$ cat config.mk
export PLATFORM = sky130hd
export DESIGN_NAME = pt_walker
export DESIGN_NICKNAME = d
export VERILOG_FILES = /design/src/rtl/ptw_pkg.sv /design/src/rtl/ptw_index.sv /design/src/rtl/ptw_entry_check.sv /design/src/rtl/ptw_ctrl.sv /design/src/rtl/pt_walker.sv
export SDC_FILE = /design/constraint.sdc
export NUM_CORES = 1
export LEC_CHECK = 0
export CAP_MARGIN = 5
export CORE_UTILIZATION = 48
export CTS_BUF_LIST = sky130_fd_sc_hd__clkbuf_4 sky130_fd_sc_hd__clkbuf_8
export CTS_CLUSTER_SIZE = 14
export DETAILED_ROUTE_END_ITERATION = 8
export GPL_TIMING_DRIVEN = 0
export PLACE_DENSITY = 0.83
export SLEW_MARGIN = 20
export SYNTH_ARGS = -nofsm -noshare
export SYNTH_HDL_FRONTEND = slang
export SYNTH_SLANG_ARGS = --single-unit
export TNS_END_PERCENT = 1
$ cat constraint.sdc
create_clock -name clk -period 2.3 [get_ports clk]
set_clock_uncertainty 0.15 [all_clocks]
set_input_delay 0.46 -clock clk [delete_from_list [all_inputs] [get_ports clk]]
set_output_delay 0.46 -clock clk [all_outputs]
set_load 0.005 [all_outputs]
$ cat src/rtl/ptw_pkg.sv
// Package: shared types for the two-level page table walker.
// Assumes: entries are 32 bits and the flag positions below are fixed.
package ptw_pkg;

    typedef enum logic [2:0] {
        ST_IDLE      = 3'd0,
        ST_FETCH_DIR = 3'd1,
        ST_WAIT_DIR  = 3'd2,
        ST_FETCH_TBL = 3'd3,
        ST_WAIT_TBL  = 3'd4,
        ST_DONE      = 3'd5
    } walk_state_e;

    typedef enum logic [1:0] {
        ACC_READ  = 2'd0,
        ACC_WRITE = 2'd1,
        ACC_EXEC  = 2'd2,
        ACC_RSVD  = 2'd3
    } access_e;

    typedef enum logic [1:0] {
        FLT_NONE = 2'd0,
        FLT_DIR  = 2'd1,
        FLT_TBL  = 2'd2,
        FLT_PERM = 2'd3
    } fault_e;

    localparam int BIT_PRESENT = 0;
    localparam int BIT_WRITE   = 1;
    localparam int BIT_NOEXEC  = 2;

endpackage

$ cat src/rtl/ptw_index.sv
// Module: ptw_index
// Splits the virtual address into per-level indices and forms the byte
// address of the entry for the level being fetched.
// Assumes: table bases are aligned to 2**OFF_W bytes and entries are
// 2**ENT_LOG2 bytes. Level 0 is the directory and the last level is the table.
module ptw_index #(
    parameter int VA_W     = 32,
    parameter int IDX_W    = 10,
    parameter int OFF_W    = 12,
    parameter int ENT_LOG2 = 2,
    parameter int LEVELS   = 2
) (
    input  logic [VA_W-1:0]           vaddr,
    input  logic [VA_W-1:0]           table_base,
    input  logic [$clog2(LEVELS)-1:0] level,
    output logic [VA_W-1:0]           fetch_addr
);
    localparam int BASE_W = VA_W - OFF_W;

    logic [IDX_W-1:0] idx [LEVELS];

    // One index slice per level, taken from the top of the address downward.
    for (genvar l = 0; l < LEVELS; l++) begin : g_slice
        assign idx[l] = vaddr[OFF_W + (LEVELS-1-l)*IDX_W +: IDX_W];
    end

    // Entry address: aligned base plus the index scaled by the entry size.
    always_comb begin
        fetch_addr = {table_base[VA_W-1:OFF_W], {OFF_W{1'b0}}}
                   + (VA_W'(idx[level]) << ENT_LOG2);
    end

    logic unused_low;
    assign unused_low = ^{table_base[OFF_W-1:0], BASE_W[0]};

endmodule

$ cat src/rtl/ptw_entry_check.sv
// Module: ptw_entry_check
// Decodes a returned entry and combines its permissions with those of the
// directory entry already fetched.
// Assumes: only meaningful for the table level. For the directory level the
// walker uses only the present flag.
module ptw_entry_check
    import ptw_pkg::*;
#(
    parameter int ENT_W = 32
) (
    input  logic [ENT_W-1:0] entry,
    input  logic [ENT_W-1:0] dir_entry,
    input  access_e          access,
    output logic             present,
    output logic             perm_ok
);
    logic eff_write;
    logic eff_exec;

    // Combined rights: writable only if both levels allow it, executable
    // only if neither level forbids it.
    always_comb begin
        present   = entry[BIT_PRESENT];
        eff_write = entry[BIT_WRITE] & dir_entry[BIT_WRITE];
        eff_exec  = ~(entry[BIT_NOEXEC] | dir_entry[BIT_NOEXEC]);
        unique case (access)
            ACC_WRITE: perm_ok = eff_write;
            ACC_EXEC:  perm_ok = eff_exec;
            default:   perm_ok = 1'b1;
        endcase
    end

endmodule

$ cat src/rtl/ptw_ctrl.sv
// Module: ptw_ctrl
// Walk sequencer: takes a request in idle, issues the directory read and then
// the table read, and ends in a one-cycle done state carrying the fault code.
// Assumes: the memory answers each accepted read with exactly one response.
module ptw_ctrl
    import ptw_pkg::*;
(
    input  logic   clk,
    input  logic   rst_n,
    input  logic   req_valid,
    input  logic   mem_rd_ready,
    input  logic   mem_rsp_valid,
    input  logic   ent_present,
    input  logic   perm_ok,
    output logic   req_ready,
    output logic   accept,
    output logic   mem_rd_valid,
    output logic   level,
    output logic   dir_load,
    output logic   finish,
    output fault_e fin_fault,
    output logic   done
);
    walk_state_e state, state_nx;
    logic [1:0]  rd_cnt;

    // Outputs decoded from the current state.
    always_comb begin
        req_ready    = (state == ST_IDLE);
        accept       = req_ready && req_valid;
        mem_rd_valid = (state == ST_FETCH_DIR) || (state == ST_FETCH_TBL);
        level        = (state == ST_FETCH_TBL) || (state == ST_WAIT_TBL);
        done         = (state == ST_DONE);
        dir_load     = (state == ST_WAIT_DIR) && mem_rsp_valid;
    end

    // Next state, plus the finishing strobe and its fault code.
    always_comb begin
        state_nx  = state;
        finish    = 1'b0;
        fin_fault = FLT_NONE;
        unique case (state)
            ST_IDLE:      if (req_valid) state_nx = ST_FETCH_DIR;
            ST_FETCH_DIR: if (mem_rd_ready) state_nx = ST_WAIT_DIR;
            ST_WAIT_DIR: begin
                if (mem_rsp_valid) begin
                    if (!ent_present) begin
                        state_nx  = ST_DONE;
                        finish    = 1'b1;
                        fin_fault = FLT_DIR;
                    end else begin
                        state_nx = ST_FETCH_TBL;
                    end
                end
            end
            ST_FETCH_TBL: if (mem_rd_ready) state_nx = ST_WAIT_TBL;
            ST_WAIT_TBL: begin
                if (mem_rsp_valid) begin
                    state_nx = ST_DONE;
                    finish   = 1'b1;
                    if (!ent_present)  fin_fault = FLT_TBL;
                    else if (!perm_ok) fin_fault = FLT_PERM;
                    else               fin_fault = FLT_NONE;
                end
            end
            ST_DONE:      state_nx = ST_IDLE;
            default:      state_nx = ST_IDLE;
        endcase
    end

    // State register.
    always_ff @(posedge clk) begin
        if (!rst_n) state <= ST_IDLE;
        else        state <= state_nx;
    end

    // Reads issued in the current walk, used by the checks below.
    always_ff @(posedge clk) begin
        if (!rst_n || accept)                   rd_cnt <= 2'd0;
        else if (mem_rd_valid && mem_rd_ready)  rd_cnt <= rd_cnt + 2'd1;
    end


    done_pulse_chk: assert property (@(posedge clk) disable iff (!rst_n)
        done |=> !done);


    rd_hold_chk: assert property (@(posedge clk) disable iff (!rst_n)
        (mem_rd_valid && !mem_rd_ready) |=> mem_rd_valid);


    accept_busy_chk: assert property (@(posedge clk) disable iff (!rst_n)
        (req_valid && req_ready) |=> !req_ready);


    dir_fault_one_read_chk: assert property (@(posedge clk) disable iff (!rst_n)
        (done && rd_cnt != 2'd1) |-> (rd_cnt == 2'd2));

endmodule

$ cat src/rtl/pt_walker.sv
// Module: pt_walker (top)
// Two-level page table walker. It holds the root register, captures each
// request, and drives the index and permission logic with the sequencer.
// It also registers the result.
// Assumes: the memory returns entries in order, one read at a time, and the
// table contents do not change during a walk.
module pt_walker
    import ptw_pkg::*;
#(
    parameter int VA_W     = 32,
    parameter int IDX_W    = 10,
    parameter int OFF_W    = 12,
    parameter int ENT_LOG2 = 2
) (
    input  logic            clk,
    input  logic            rst_n,
    input  logic            req_valid,
    output logic            req_ready,
    input  logic [VA_W-1:0] req_vaddr,
    input  logic [1:0]      req_access,
    input  logic            root_wr,
    input  logic [VA_W-1:0] root_data,
    output logic            mem_rd_valid,
    output logic [VA_W-1:0] mem_rd_addr,
    input  logic            mem_rd_ready,
    input  logic            mem_rsp_valid,
    input  logic [VA_W-1:0] mem_rsp_data,
    output logic            done,
    output logic [VA_W-1:0] paddr,
    output logic [1:0]      fault
);
    localparam int LEVELS = 2;
    localparam int BASE_W = VA_W - OFF_W;

    logic [BASE_W-1:0] root_q;
    logic [BASE_W-1:0] walk_root;
    logic [VA_W-1:0]   va_q;
    access_e           acc_q;
    logic [VA_W-1:0]   dir_q;
    logic [VA_W-1:0]   paddr_q;
    fault_e            fault_q;

    logic              accept;
    logic              level;
    logic              dir_load;
    logic              finish;
    fault_e            fin_fault;
    logic              ent_present;
    logic              perm_ok;
    logic [VA_W-1:0]   tbl_base;

    // Root register; software may load it at any time.
    always_ff @(posedge clk) begin
        if (!rst_n)       root_q <= '0;
        else if (root_wr) root_q <= root_data[VA_W-1:OFF_W];
    end

    // Request capture: the address, the access kind and a copy of the root.
    always_ff @(posedge clk) begin
        if (!rst_n) begin
            walk_root <= '0;
            va_q      <= '0;
            acc_q     <= ACC_READ;
        end else if (accept) begin
            walk_root <= root_q;
            va_q      <= req_vaddr;
            acc_q     <= access_e'(req_access);
        end
    end

    // Directory entry kept for the table fetch and the permission merge.
    always_ff @(posedge clk) begin
        if (!rst_n)        dir_q <= '0;
        else if (dir_load) dir_q <= mem_rsp_data;
    end

    // Result register, written only when a walk ends.
    always_ff @(posedge clk) begin
        if (!rst_n) begin
            paddr_q <= '0;
            fault_q <= FLT_NONE;
        end else if (finish) begin
            fault_q <= fin_fault;
            paddr_q <= (fin_fault == FLT_NONE)
                     ? {mem_rsp_data[VA_W-1:OFF_W], va_q[OFF_W-1:0]} : '0;
        end
    end

    // Table base for the current level.
    always_comb begin
        tbl_base = level ? dir_q : {walk_root, {OFF_W{1'b0}}};
    end

    ptw_index #(
        .VA_W(VA_W), .IDX_W(IDX_W), .OFF_W(OFF_W),
        .ENT_LOG2(ENT_LOG2), .LEVELS(LEVELS)
    ) u_index (
        .vaddr      (va_q),
        .table_base (tbl_base),
        .level      (level),
        .fetch_addr (mem_rd_addr)
    );

    ptw_entry_check #(.ENT_W(VA_W)) u_check (
        .entry     (mem_rsp_data),
        .dir_entry (dir_q),
        .access    (acc_q),
        .present   (ent_present),
        .perm_ok   (perm_ok)
    );

    ptw_ctrl u_ctrl (
        .clk           (clk),
        .rst_n         (rst_n),
        .req_valid     (req_valid),
        .mem_rd_ready  (mem_rd_ready),
        .mem_rsp_valid (mem_rsp_valid),
        .ent_present   (ent_present),
        .perm_ok       (perm_ok),
        .req_ready     (req_ready),
        .accept        (accept),
        .mem_rd_valid  (mem_rd_valid),
        .level         (level),
        .dir_load      (dir_load),
        .finish        (finish),
        .fin_fault     (fin_fault),
        .done          (done)
    );

    assign paddr = paddr_q;
    assign fault = fault_q;

    logic unused_root_low;
    assign unused_root_low = ^root_data[OFF_W-1:0];


    result_hold_chk: assert property (@(posedge clk) disable iff (!rst_n)
        !done |-> ($stable(paddr) && $stable(fault)));


    addr_hold_chk: assert property (@(posedge clk) disable iff (!rst_n)
        (mem_rd_valid && !mem_rd_ready) |=> $stable(mem_rd_addr));


    root_snap_chk: assert property (@(posedge clk) disable iff (!rst_n)
        (!req_ready && $past(!req_ready)) |-> $stable(walk_root));


    perm_fault_clear_chk: assert property (@(posedge clk) disable iff (!rst_n)
        (done && fault != 2'b00) |-> (paddr == '0));

endmodule

# Yosys cells after proc, flatten, opt, wreduce, memory -nomap -nowiden
# Cells that the tools add are included.
# word_totals
reg_bits	143
latchBits	0
mem_bits_rw	0
romBits	0
input_bits	104
out_inout_bits	69
elab_cells	56
mem_count	0
# op_classes
n_addsub	1
mul	0
div	0
n_lt_le_gt_ge	1
eq_ne	12
shifts	0
n_mux	23
bitwise	4
reduce_logical	7
# op_table
operator	count
$mux W32	2
$add A32 B12 Y32	1
$mux W10	3
$mux W3	6
$pmux W3 S5	1
$ne A2 B2 Y1 const B	5
$mux W2	4
$eq A3 B2 Y1 const B	2
$eq A3 B3 Y1 const B	2
$reduce_and A5 Y1	1
$mux W1	4
$pmux W1 S2	2
$pmux W2 S2	1
$eq A3 B1 Y1 const B	1
$logic_not A3 Y1	1
$eq A2 B1 Y1 const B	1
$eq A2 B2 Y1 const B	1
$ge A2 B2 Y1 const B	1
$logic_and A1 B1 Y1	2
$logic_not A2 Y1	1
$logic_or A1 B1 Y1	2
$not A1 Y2	1
$and A1 B1 Y1	1
$not A1 Y1	1
$or A1 B1 Y1	1

# Logic depth before layout (Yosys ltp)
# Gate-level depths: netlist of run 1.
# depth
word_depth	9
mapped_depth	7
mapped_depth_nobuf	5

# Hierarchy
# From an unflattened synthesis of run 1, not the netlist that was laid out.
# hier_totals
hier_cells	600
hier_area_um2	6558.8
# modules_own_cells
mod	instances	cells_each	area_each_um2	seq_area_each_um2
pt_walker	1	527	5930.7	2802.7
ptw_index	1	34	330.3	0.0
ptw_ctrl	1	32	240.2	60.1
ptw_entry_check	1	7	57.6	0.0

# Worst setup path before layout of run 1
# OpenSTA, ideal clock, no wires.
# synth_timing
path_type	register -> output
from	register u_ctrl.state[2]
to	output port mem_rd_addr[10]
arrival_ns	1.375
t_required_ns	1.690
setup_slack_ns	0.315
path_stages_with_launch	7
path_buffers	2
path_cell_list	dfxtp_1 -> buf_4 -> inv_1 -> nor3_1 -> a21o_1 -> buf_4 -> mux2_2
# synth_via
elab_chain_len	7
word_cells_on_any_way	8
classes_between	add/sub: 1; eq/ne: 2; mux: 3; bitwise: 1; reduce/logical: 1
# synth_rtl
element	line	rtl
start: declaration	ptw_ctrl.sv:24	walk_state_e state, state_nx;
start signal: assignment	ptw_ctrl.sv:74	else state <= state_nx;
$eq A3 B2 Y1 or $eq A3 B3 Y1 (tied branches)	ptw_ctrl.sv:32	level = (state == ST_FETCH_TBL) || (state == ST_WAIT_TBL);
$logic_or A1 B1 Y1 *	ptw_ctrl.sv:32	
$not A1 Y2 (implied by the code) *	ptw_index.sv:30	+ (VA_W'(idx[level]) << ENT_LOG2);
$mux W10 (implied by the code) * (3 in a row)	ptw_index.sv:30	
$add A32 B12 Y32 *	ptw_index.sv:30	
end: declaration	pt_walker.sv:24	output logic [VA_W-1:0] mem_rd_addr,
# Every way passes the cells marked *; elsewhere a longest branch is shown, timed or not. The select of a mux whose other input is x is not followed.

# Final worst setup path of run 1
# layout_timing
from	register u_ctrl.state[2]
to	output port mem_rd_addr[4]
# Same word-level chain as after synthesis.

==> results_dict.tcl, run 1 <==
set metrics [dict create \
    cts_buffer_depth 2 \
    status "finished, violations left" \
    dp_hpwl_um 10100 \
    period_share_pct 110 \
    min_path_type "flop to flop" \
    yosysWarnings 0 \
    leakage_nw 3.07 \
    crit_path_max_fanout 6 \
    first_global_vias 4746 \
    async_flop_share_pct 0 \
    slew_viol_final 0 \
    io_pins 173 \
    wl_um 14800 \
    synthTopCellsByArea "dfxtp_1 (50%), nand2_1 (11%), a21boi_0 (8.2%)" \
    cp_data_required_time_ns 1.69 \
    ys_ff_latch 133 \
    die_width_um 107 \
    wl_per_cell_um 16.5 \
    die_area_mm2 0.0115 \
    ys_seq_area_share_pct 50.2 \
    postSynthAreaPerCell_um2 9.62 \
    grt.total_usage_pct 26.3 \
    grt-ovfl-total 0 \
    hold_ws_ns 0.304 \
    nFillCells 759 \
    ir_drop_mv 0.357 \
    rows 38 \
    netlist_instances 551 \
    crit_arrival_ns 1.92 \
    initial_core_util_pct 49.1 \
    netlist_area_mm2 0.00530 \
    violations "negative setup slack" \
    p_per_area_mw_per_mm2 659 \
    grt_max_degree 17 \
    drv_cap 0 \
    cts_max_level 4 \
    cts_buffers 17 \
    antenna_found_initial 0 \
    die_height_um 107 \
    worstSetupPathType "flop to primary output" \
    viasPerCell 5.18 \
    yosys.cell_count.top_type "nand2_1" \
    power_mw 5.12 \
    worst_skew_pair.late_latency_ns 0.44 \
    clk_pin_slew_ns 0.07 \
    areaGrowthSynthToFinish_pct 46.4 \
    synth_top_area_share_pct 50.2 \
    setup_ws_ns -0.233 \
    nets 847 \
    fin_util_pct 71.9 \
    ys.flop_type "dfxtp_1" \
    fin_setup_tns_ns -5.64 \
    cts_tree "yes" \
    vias 4632 \
    end_kind "primary output" \
    drt-initial-drc-count 221 \
    port_buffers 148 \
    fmaxAchievable_mhz 395 \
    core_area_mm2 0.0108 \
    hold_buffers 0 \
    clockRootBuffer "clkbuf_8" \
    relSlewSlack_pct 51.9 \
    yosysTopAreaCell "dfxtp_1" \
    antenna_cells 0 \
    cts.sinks 133 \
    synth_edf_count 0 \
    ant_nets 0 \
    setup_viol 30 \
    synth.distinct_cells 37 \
    cp-start-kind "flop" \
    drive_above_1_share_pct 20.8 \
    dr.pass1.iters 4 \
    synth_commonest_cells "nand2_1 (156), dfxtp_1 (133), a21boi_0 (58)" \
    drc 0 \
    hold_viol_final 0 \
    grt_first_pass_wirelength_um 22900 \
    period_minus_slack_ns 2.53 \
    routabilityCongestion 0.779 \
    worst_pin_slew_ns 0.721 \
    rsz0062_at_grt "yes" \
]
metrics by stage:
stage          setup WS, ns  instances  instance area, um^2
2_1_floorplan         0.315        552                 5300
3_3_place_gp         -0.255        840                 6960
3_5_place_dp         -0.313        840                 6960
4_1_cts              -0.263        894                 7750
5_1_grt              -0.307        894                 7760
6_report             -0.233        894                 7760
per-layer routing:
metal	up-vias	routed length, um	track usage, %
met5	-	0	0
met4	0	380	11.0
li1	2239	-	-
met3	32	900	7.96
met2	157	7300	44.7
met1	2204	6200	30.6
critical path, cell delays in order (launching register included):
cell and delay (ns):
dfxtp_4 0.39, inv_4 0.05, nor3_4 0.19, a21o_4 0.19, buf_8 0.13, buf_6 0.12, mux2_4 0.31, buf_6 0.12
area by class of cell:
class	instances	area, um^2	area share (%)
Clock buffer	18	248	3.19
Inverter	5	21.3	0.274
Clock inverter	14	150	1.93
Tap cell	140	175	2.26
Multi-Input combinational cell	372	2530	32.6
Sequential cell	133	2670	34.4
Timing Repair Buffer	172	1730	22.3
Buffer	40	240	3.10
logic make-up after synthesis:
| logic type | after synthesis | share of synthesized area, % |
|---|---|---|
| flops | 133 | 50.2 |
| xor+xnor | 1 | 0.165 |
| compound gates | 121 | 17.9 |
| simple gates | 196 | 16.4 |
| other cells | 1 | 0.0708 |
| fa+ha+maj | 2 | 0.472 |
| buf+inv | 47 | 4.65 |
| mux | 50 | 10.2 |
sequential cells by signal (all words and copies together) (netlist names):
register / count
paddr: 32
va_q: 32
dir_q: 22
root_q: 20
walk_root: 20
u_ctrl.state: 3
acc_q: 2
fault: 2
layout by cell type (no fill, tap or decap), types with 3 or more instances in the layout:
| master | Yosys | final |
|---|---|---|
| nand2_1 | 156 | 156 |
| dfxtp_1 | 133 | 130 |
| clkdlybuf4s50_1 | 0 | 116 |
| a21boi_0 | 58 | 58 |
| buf_6 | 3 | 46 |
| a22o_1 | 32 | 32 |
| mux2_4 | 0 | 29 |
| nor2b_1 | 23 | 22 |
| mux2i_1 | 20 | 20 |
| buf_2 | 20 | 19 |
| a21boi_1 | 18 | 18 |
| clkbuf_8 | 0 | 18 |
| clkbuf_1 | 13 | 13 |
| buf_4 | 6 | 11 |
| inv_1 | 5 | 4 |
| a21oi_1 | 4 | 4 |
| inv_6 | 0 | 4 |
| clkinv_2 | 0 | 3 |
| clkinvlp_4 | 0 | 3 |
| clkbuf_2 | 0 | 3 |
final timing paths:
path	startpoint	end	slack (ns)	cells after the start
worst min-delay path	walk_root[5]$_SDFFE_PN0P_	walk_root[5]$_SDFFE_PN0P_	0.30	2
worst max-delay path	u_ctrl.state[2]$_SDFFE_PN0P_	mem_rd_addr[4]	-0.23	7
worst max register to register	u_ctrl.state[0]$_SDFFE_PN0P_	va_q[19]$_SDFFE_PN0P_	0.32	6
worst min register to register	walk_root[5]$_SDFFE_PN0P_	walk_root[5]$_SDFFE_PN0P_	0.30	2
report_power, final:
part	switching (mW)	internal, mW	total [mW]	leakage (nW)
combinational	0.315	0.386	0.701	1.78
sequential	0.0574	2.39	2.45	1.08
clock	0.961	1.00	1.96	0.196
total	1.33	3.78	5.12	3.07
what timing repair did:
action,4_1_cts,5_1_grt
endpoints found under the setup margin,33,30
resized for setup,204,10
setup buffers,19,2
cloned,3,0
pin swaps,1,1
No activity file was read; power rests on OpenSTA's default activity.
==> run 2, diff against run 1 <==
--- a/config.mk
+++ b/config.mk
@@ -7,7 +7,7 @@
 export LEC_CHECK = 0
 export CAP_MARGIN = 5
 export CORE_UTILIZATION = 48
-export CTS_BUF_LIST = sky130_fd_sc_hd__clkbuf_4 sky130_fd_sc_hd__clkbuf_8
+export CTS_BUF_LIST = sky130_fd_sc_hd__clkbuf_4
 export CTS_CLUSTER_SIZE = 14
 export DETAILED_ROUTE_END_ITERATION = 8
 export GPL_TIMING_DRIVEN = 0
==> run 2 against run 1 <==
Compared with the run above: the flow still finishes with violations (negative setup slack); clock-buffer cell count down 1; core utilization down 1.1 points; flip-flop and latch count unchanged; clock power down 20%; cell count up 0.34%; global-route usage down 0.57 points; sequential share of layout area up 0.55 points; critical path type unchanged; wire length down 1.6%; register-to-register slack about the same; critical endpoint is now mem_rd_addr[21]; total power down 8.0%.
==> results_dict.tcl, run 2 (same netlist as run 1, synthesis figures left out) <==
set metrics [dict create \
    wl_per_cell_um 16.2 \
    clk_pin_slew_ns 0.12 \
    areaGrowthSynthToFinish_pct 44.3 \
    hold_buffers 0 \
    seqPwrFrac_pct 52.1 \
    final_common_cell "nand2_1" \
    cp-start-kind "flop" \
    rsz0062_at_grt "yes" \
    grt-ovfl-total 0 \
    core_area_mm2 0.0108 \
    drc 0 \
    power_mw 4.71 \
    routabilityCongestion 0.779 \
    cts_max_level 4 \
    relSlewSlack_pct 50.9 \
    worstSetupPathType "flop to primary output" \
    multi_input_area_mm2 0.00253 \
    leakage_nw 3.03 \
    die_height_um 107 \
    drt-initial-drc-count 205 \
    fin_setup_tns_ns -8.66 \
    drv_cap 0 \
    cts.sinks 133 \
    net-switching-power_mw 1.28 \
    worst_skew_pair.late_latency_ns 0.53 \
    rows 38 \
    use_met2_pct 43.5 \
    cts_buffers 17 \
    grt.total_usage_pct 25.7 \
    period_share_pct 114 \
    clockRootBuffer "clkbuf_4" \
    crit_path_max_fanout 6 \
    pwr-share-clk_pct 33.1 \
    grt_max_degree 17 \
    viasPerCell 5.12 \
    layout_common_cells "nand2_1 (156), dfxtp_1 (130), clkdlybuf4s50_1 (115), a21boi_0 (58), buf_6 (43)" \
    initial_core_util_pct 49.1 \
    first_global_vias 4740 \
    p_sw_share_pct 27.1 \
    cts_tree "yes" \
    antenna_found_initial 0 \
    wl_um 14500 \
    fmaxAchievable_mhz 380 \
    nets 850 \
    crit_arrival_ns 2.02 \
    cts_buffer_depth 2 \
    hold_ws_ns 0.282 \
    cp_cell_sequence "buf_6, nor3_4, a21o_4, buf_6, buf_6, mux2_4, buf_6" \
    grt_first_pass_wirelength_um 22600 \
    dr.pass1.iters 4 \
    place_area_mm2 0.00696 \
    slowest_stage "dfxtp_4" \
    drive_above_1_share_pct 21.1 \
    regArea_mm2 0.00267 \
    die_width_um 107 \
    nFillCells 795 \
    slew_viol_final 0 \
    use_met1_pct 30.5 \
    dp_hpwl_um 10100 \
    status "finished, violations left" \
    cpPeakStageDelay_ns 0.37 \
    cp_data_required_time_ns 1.69 \
    io_pins 173 \
    min_path_type "input pin to flop" \
    antenna_cells 0 \
    p_int_mw 3.43 \
    fin_util_pct 70.8 \
    setup_ws_ns -0.333 \
    worst_pin_slew_ns 0.737 \
    period_minus_slack_ns 2.63 \
    port_buffers 148 \
    vias 4591 \
    end_kind "primary output" \
    p_per_area_mw_per_mm2 615 \
    violations "negative setup slack" \
    ant_nets 0 \
    ir_drop_mv 0.360 \
    fin_area_mm2 0.00765 \
    grt_util_met3_pct 7.60 \
    die_area_mm2 0.0115 \
    grt-busiest-layer "met2" \
    p_comb_share_pct 14.8 \
    crit_top_cell "buf_6" \
    hold_viol_final 0 \
    setup_viol 30 \
]
## run 2: critical path, delay by kind of cell (launching register included)
| kind | cells | cell delay, ns |
|---|---|---|
| multiplexers | 1 | 0.32 |
| buffers and inverters | 4 | 0.49 |
| AO/OA/AOI/OAI | 1 | 0.19 |
| flip-flops | 1 | 0.37 |
| AND/OR/NAND/NOR | 1 | 0.14 |
## run 2: final cells by class
| cell class | instances | area share (%) |
|---|---|---|
| Timing Repair Buffer | 175 | 22.6 |
| Clock inverter | 15 | 2.01 |
| Inverter | 5 | 0.278 |
| Buffer | 40 | 3.09 |
| Multi-Input combinational cell | 372 | 33.1 |
| Sequential cell | 133 | 34.9 |
| Tap cell | 140 | 2.29 |
| Clock buffer | 17 | 1.67 |
## run 2: stage by stage
| step | worst slack, ns | instances |
|---|---|---|
| floorplan | 0.315 | 552 |
| global placement | -0.255 | 840 |
| detailed placement | -0.313 | 840 |
| CTS | -0.382 | 896 |
| global route | -0.432 | 897 |
| finish | -0.333 | 897 |
## run 2: worst paths after layout
path,depth (start not counted),start,endpoint,slack (ns)
worst max-delay path,7,u_ctrl.state[0]$_SDFFE_PN0P_,mem_rd_addr[21],-0.33
worst min-delay path,3,root_wr,root_q[12]$_SDFFE_PN0P_,0.28
worst max register to register,6,u_ctrl.state[0]$_SDFFE_PN0P_,va_q[19]$_SDFFE_PN0P_,0.33
worst min register to register,2,walk_root[12]$_SDFFE_PN0P_,walk_root[12]$_SDFFE_PN0P_,0.31
## run 2: power groups by stage
stage | Combinational [mW] | Clock, mW | Sequential (mW)
final | 0.695 | 1.56 | 2.45
after global placement | 0.606 | 0 | 2.49
after detailed placement | 0.623 | 0 | 2.50
after floorplan | 0.315 | 0 | 2.48
after CTS | 0.690 | 1.58 | 2.45
after global routing | 0.749 | 1.68 | 2.46
## run 2: repair_timing
action,in CTS,in global routing
gates resized for setup,200,15
pin swaps,2,1
cloned,3,0
endpoints found under the setup margin,33,32
setup buffers,21,3
## run 2: per-layer routing
layer	vias up	wire, um
met5	-	0
met4	0	325
met3	28	858
met2	147	7190
met1	2173	6160
li1	2243	-
==> run 3, diff against run 2 <==
--- a/config.mk
+++ b/config.mk
@@ -12,6 +12,7 @@
 export DETAILED_ROUTE_END_ITERATION = 8
 export GPL_TIMING_DRIVEN = 0
 export PLACE_DENSITY = 0.83
+export SETUP_SLACK_MARGIN = 0.3
 export SLEW_MARGIN = 20
 export SYNTH_ARGS = -nofsm -noshare
 export SYNTH_HDL_FRONTEND = slang
==> run 3 against run 2 <==
Compared with the run above: the flow still finishes with violations (negative setup slack); design area up 0.90%; sequential share of layout area up 0.078 points; clock power about the same; largest power group unchanged.
==> results_dict.tcl, run 3 (same netlist as run 1, synthesis figures left out) <==
set metrics [dict create \
    initial_core_util_pct 49.1 \
    io_pins 173 \
    worst_pin_slew_ns 0.745 \
    power_mw 4.73 \
    hold_buffers 0 \
    cts_buffer_depth 2 \
    setup_ws_ns -0.390 \
    die_width_um 107 \
    antenna_cells 0 \
    rows 38 \
    min_path_type "input pin to flop" \
    grt_max_degree 17 \
    final_common_cell "nand2_1" \
    areaGrowthSynthToFinish_pct 45.6 \
    drive_above_1_share_pct 25.3 \
    dp_cells 840 \
    cts.sinks 133 \
    core_area_mm2 0.0108 \
    vias 4650 \
    grt.total_usage_pct 25.7 \
    slew_viol_final 0 \
    antenna_found_initial 0 \
    fmaxAchievable_mhz 372 \
    first_global_vias 4754 \
    place_area_mm2 0.00696 \
    r2r_setup_slack_ns 0.25 \
    wl_per_cell_um 16.3 \
    viasPerCell 5.17 \
    cp_data_required_time_ns 1.69 \
    grt-ovfl-total 0 \
    dp_hpwl_um 10100 \
    relSlewSlack_pct 50.4 \
    drt-initial-drc-count 250 \
    period_minus_slack_ns 2.69 \
    leakage_nw 3.28 \
    crit_path_max_fanout 6 \
    worst_skew_pair.late_latency_ns 0.54 \
    wl_um 14600 \
    dr.pass1.iters 4 \
    crit_arrival_ns 2.08 \
    ir_drop_mv 0.391 \
    drc 0 \
    port_buffers 148 \
    use_met2_pct 44.1 \
    drv_cap 0 \
    period_share_pct 117 \
    hold_viol_final 0 \
    layout_common_cells "nand2_1 (155), dfxtp_1 (104), clkdlybuf4s50_1 (81), buf_6 (50), a21boi_0 (42)" \
    status "finished, violations left" \
    clk_pin_slew_ns 0.12 \
    nets 852 \
    use_met1_pct 30.4 \
    end_kind "primary output" \
    grt_first_pass_wirelength_um 22600 \
    ant_nets 0 \
    violations "negative setup slack" \
    cts_tree "yes" \
    rsz0062_at_grt "yes" \
    cts_buffers 17 \
    die_height_um 107 \
    grt_util_met3_pct 7.66 \
    setup_viol 30 \
    clockRootBuffer "clkbuf_4" \
    fin_area_mm2 0.00771 \
    worstSetupPathType "flop to primary output" \
    cp-start-kind "flop" \
    p_per_area_mw_per_mm2 613 \
    fin_cells 899 \
    routabilityCongestion 0.779 \
    cts_max_level 4 \
    die_area_mm2 0.0115 \
    grt-busiest-layer "met2" \
]
run 3: changes by cell type in the layout (fill, tap and decap cells not counted), moves of 7 or more:
cell / delta
a21boi_0: -16
clkdlybuf4s50_1: -34
dlygate4sd2_1: +31
dfxtp_2: +27
dfxtp_1: -26
buf_6: +7
a21boi_1: +15
run 3: path summary, 6_finish.rpt:
kind	start	to	cells past startpoint
worst max-delay path	u_ctrl.state[2]$_SDFFE_PN0P_	mem_rd_addr[21]	8
worst min-delay path	root_wr	root_q[12]$_SDFFE_PN0P_	3
worst max register to register	u_ctrl.state[1]$_SDFFE_PN0P_	walk_root[5]$_SDFFE_PN0P_	7
worst min register to register	walk_root[12]$_SDFFE_PN0P_	walk_root[12]$_SDFFE_PN0P_	2
run 3: worst max-delay path, stage by stage (launching register included):
cell     delay, ns
dfxtp_2       0.34
buf_6         0.11
inv_6         0.04
nor3_4        0.18
a21o_4        0.19
buf_6         0.14
buf_6         0.11
mux2_4        0.32
buf_6         0.12
run 3: what timing repair did:
action / in CTS / in global routing
endpoints found under the setup margin: 67 / 85
buffers inserted: 21 / 3
gates resized for setup: 260 / 50
gates cloned: 3 / 0
pin swaps: 2 / 3
run 3: power by group:
| part | switching (mW) | leakage [nW] | internal [mW] |
|---|---|---|---|
| Clock | 0.906 | 0.147 | 0.650 |
| Sequential | 0.0542 | 1.10 | 2.40 |
| Combinational | 0.321 | 2.04 | 0.401 |
| Total | 1.28 | 3.28 | 3.45 |
run 3: area by class of cell:
type                    count  area [um^2]
plain buffers              42          284
clock buffers              17          128
clock inverters            15          154
fillers                   772         3080
inverters                   5         23.8
multi-input cells         372         2540
flip-flops and latches    133         2700
well taps                 140          175
repair buffers            175         1710
run 3: metal layers:
layer,vias to the layer above,share of wire [%]
met4,0,2.4
met1,2221,43
li1,2246,-
met2,153,49
met5,-,0
met3,30,5.8
run 3: per-stage QoR:
step	hold slack (ns)	utilization, %	setup slack [ns]	setup TNS, ns
floorplan	0.280	-	0.315	0
global placement	0.283	64.5	-0.255	-8.65
detailed placement	0.292	64.5	-0.313	-9.95
CTS	0.244	70.5	-0.382	-10.60
global route	0.253	71.5	-0.479	-13.05
finish	0.270	71.5	-0.390	-10.27
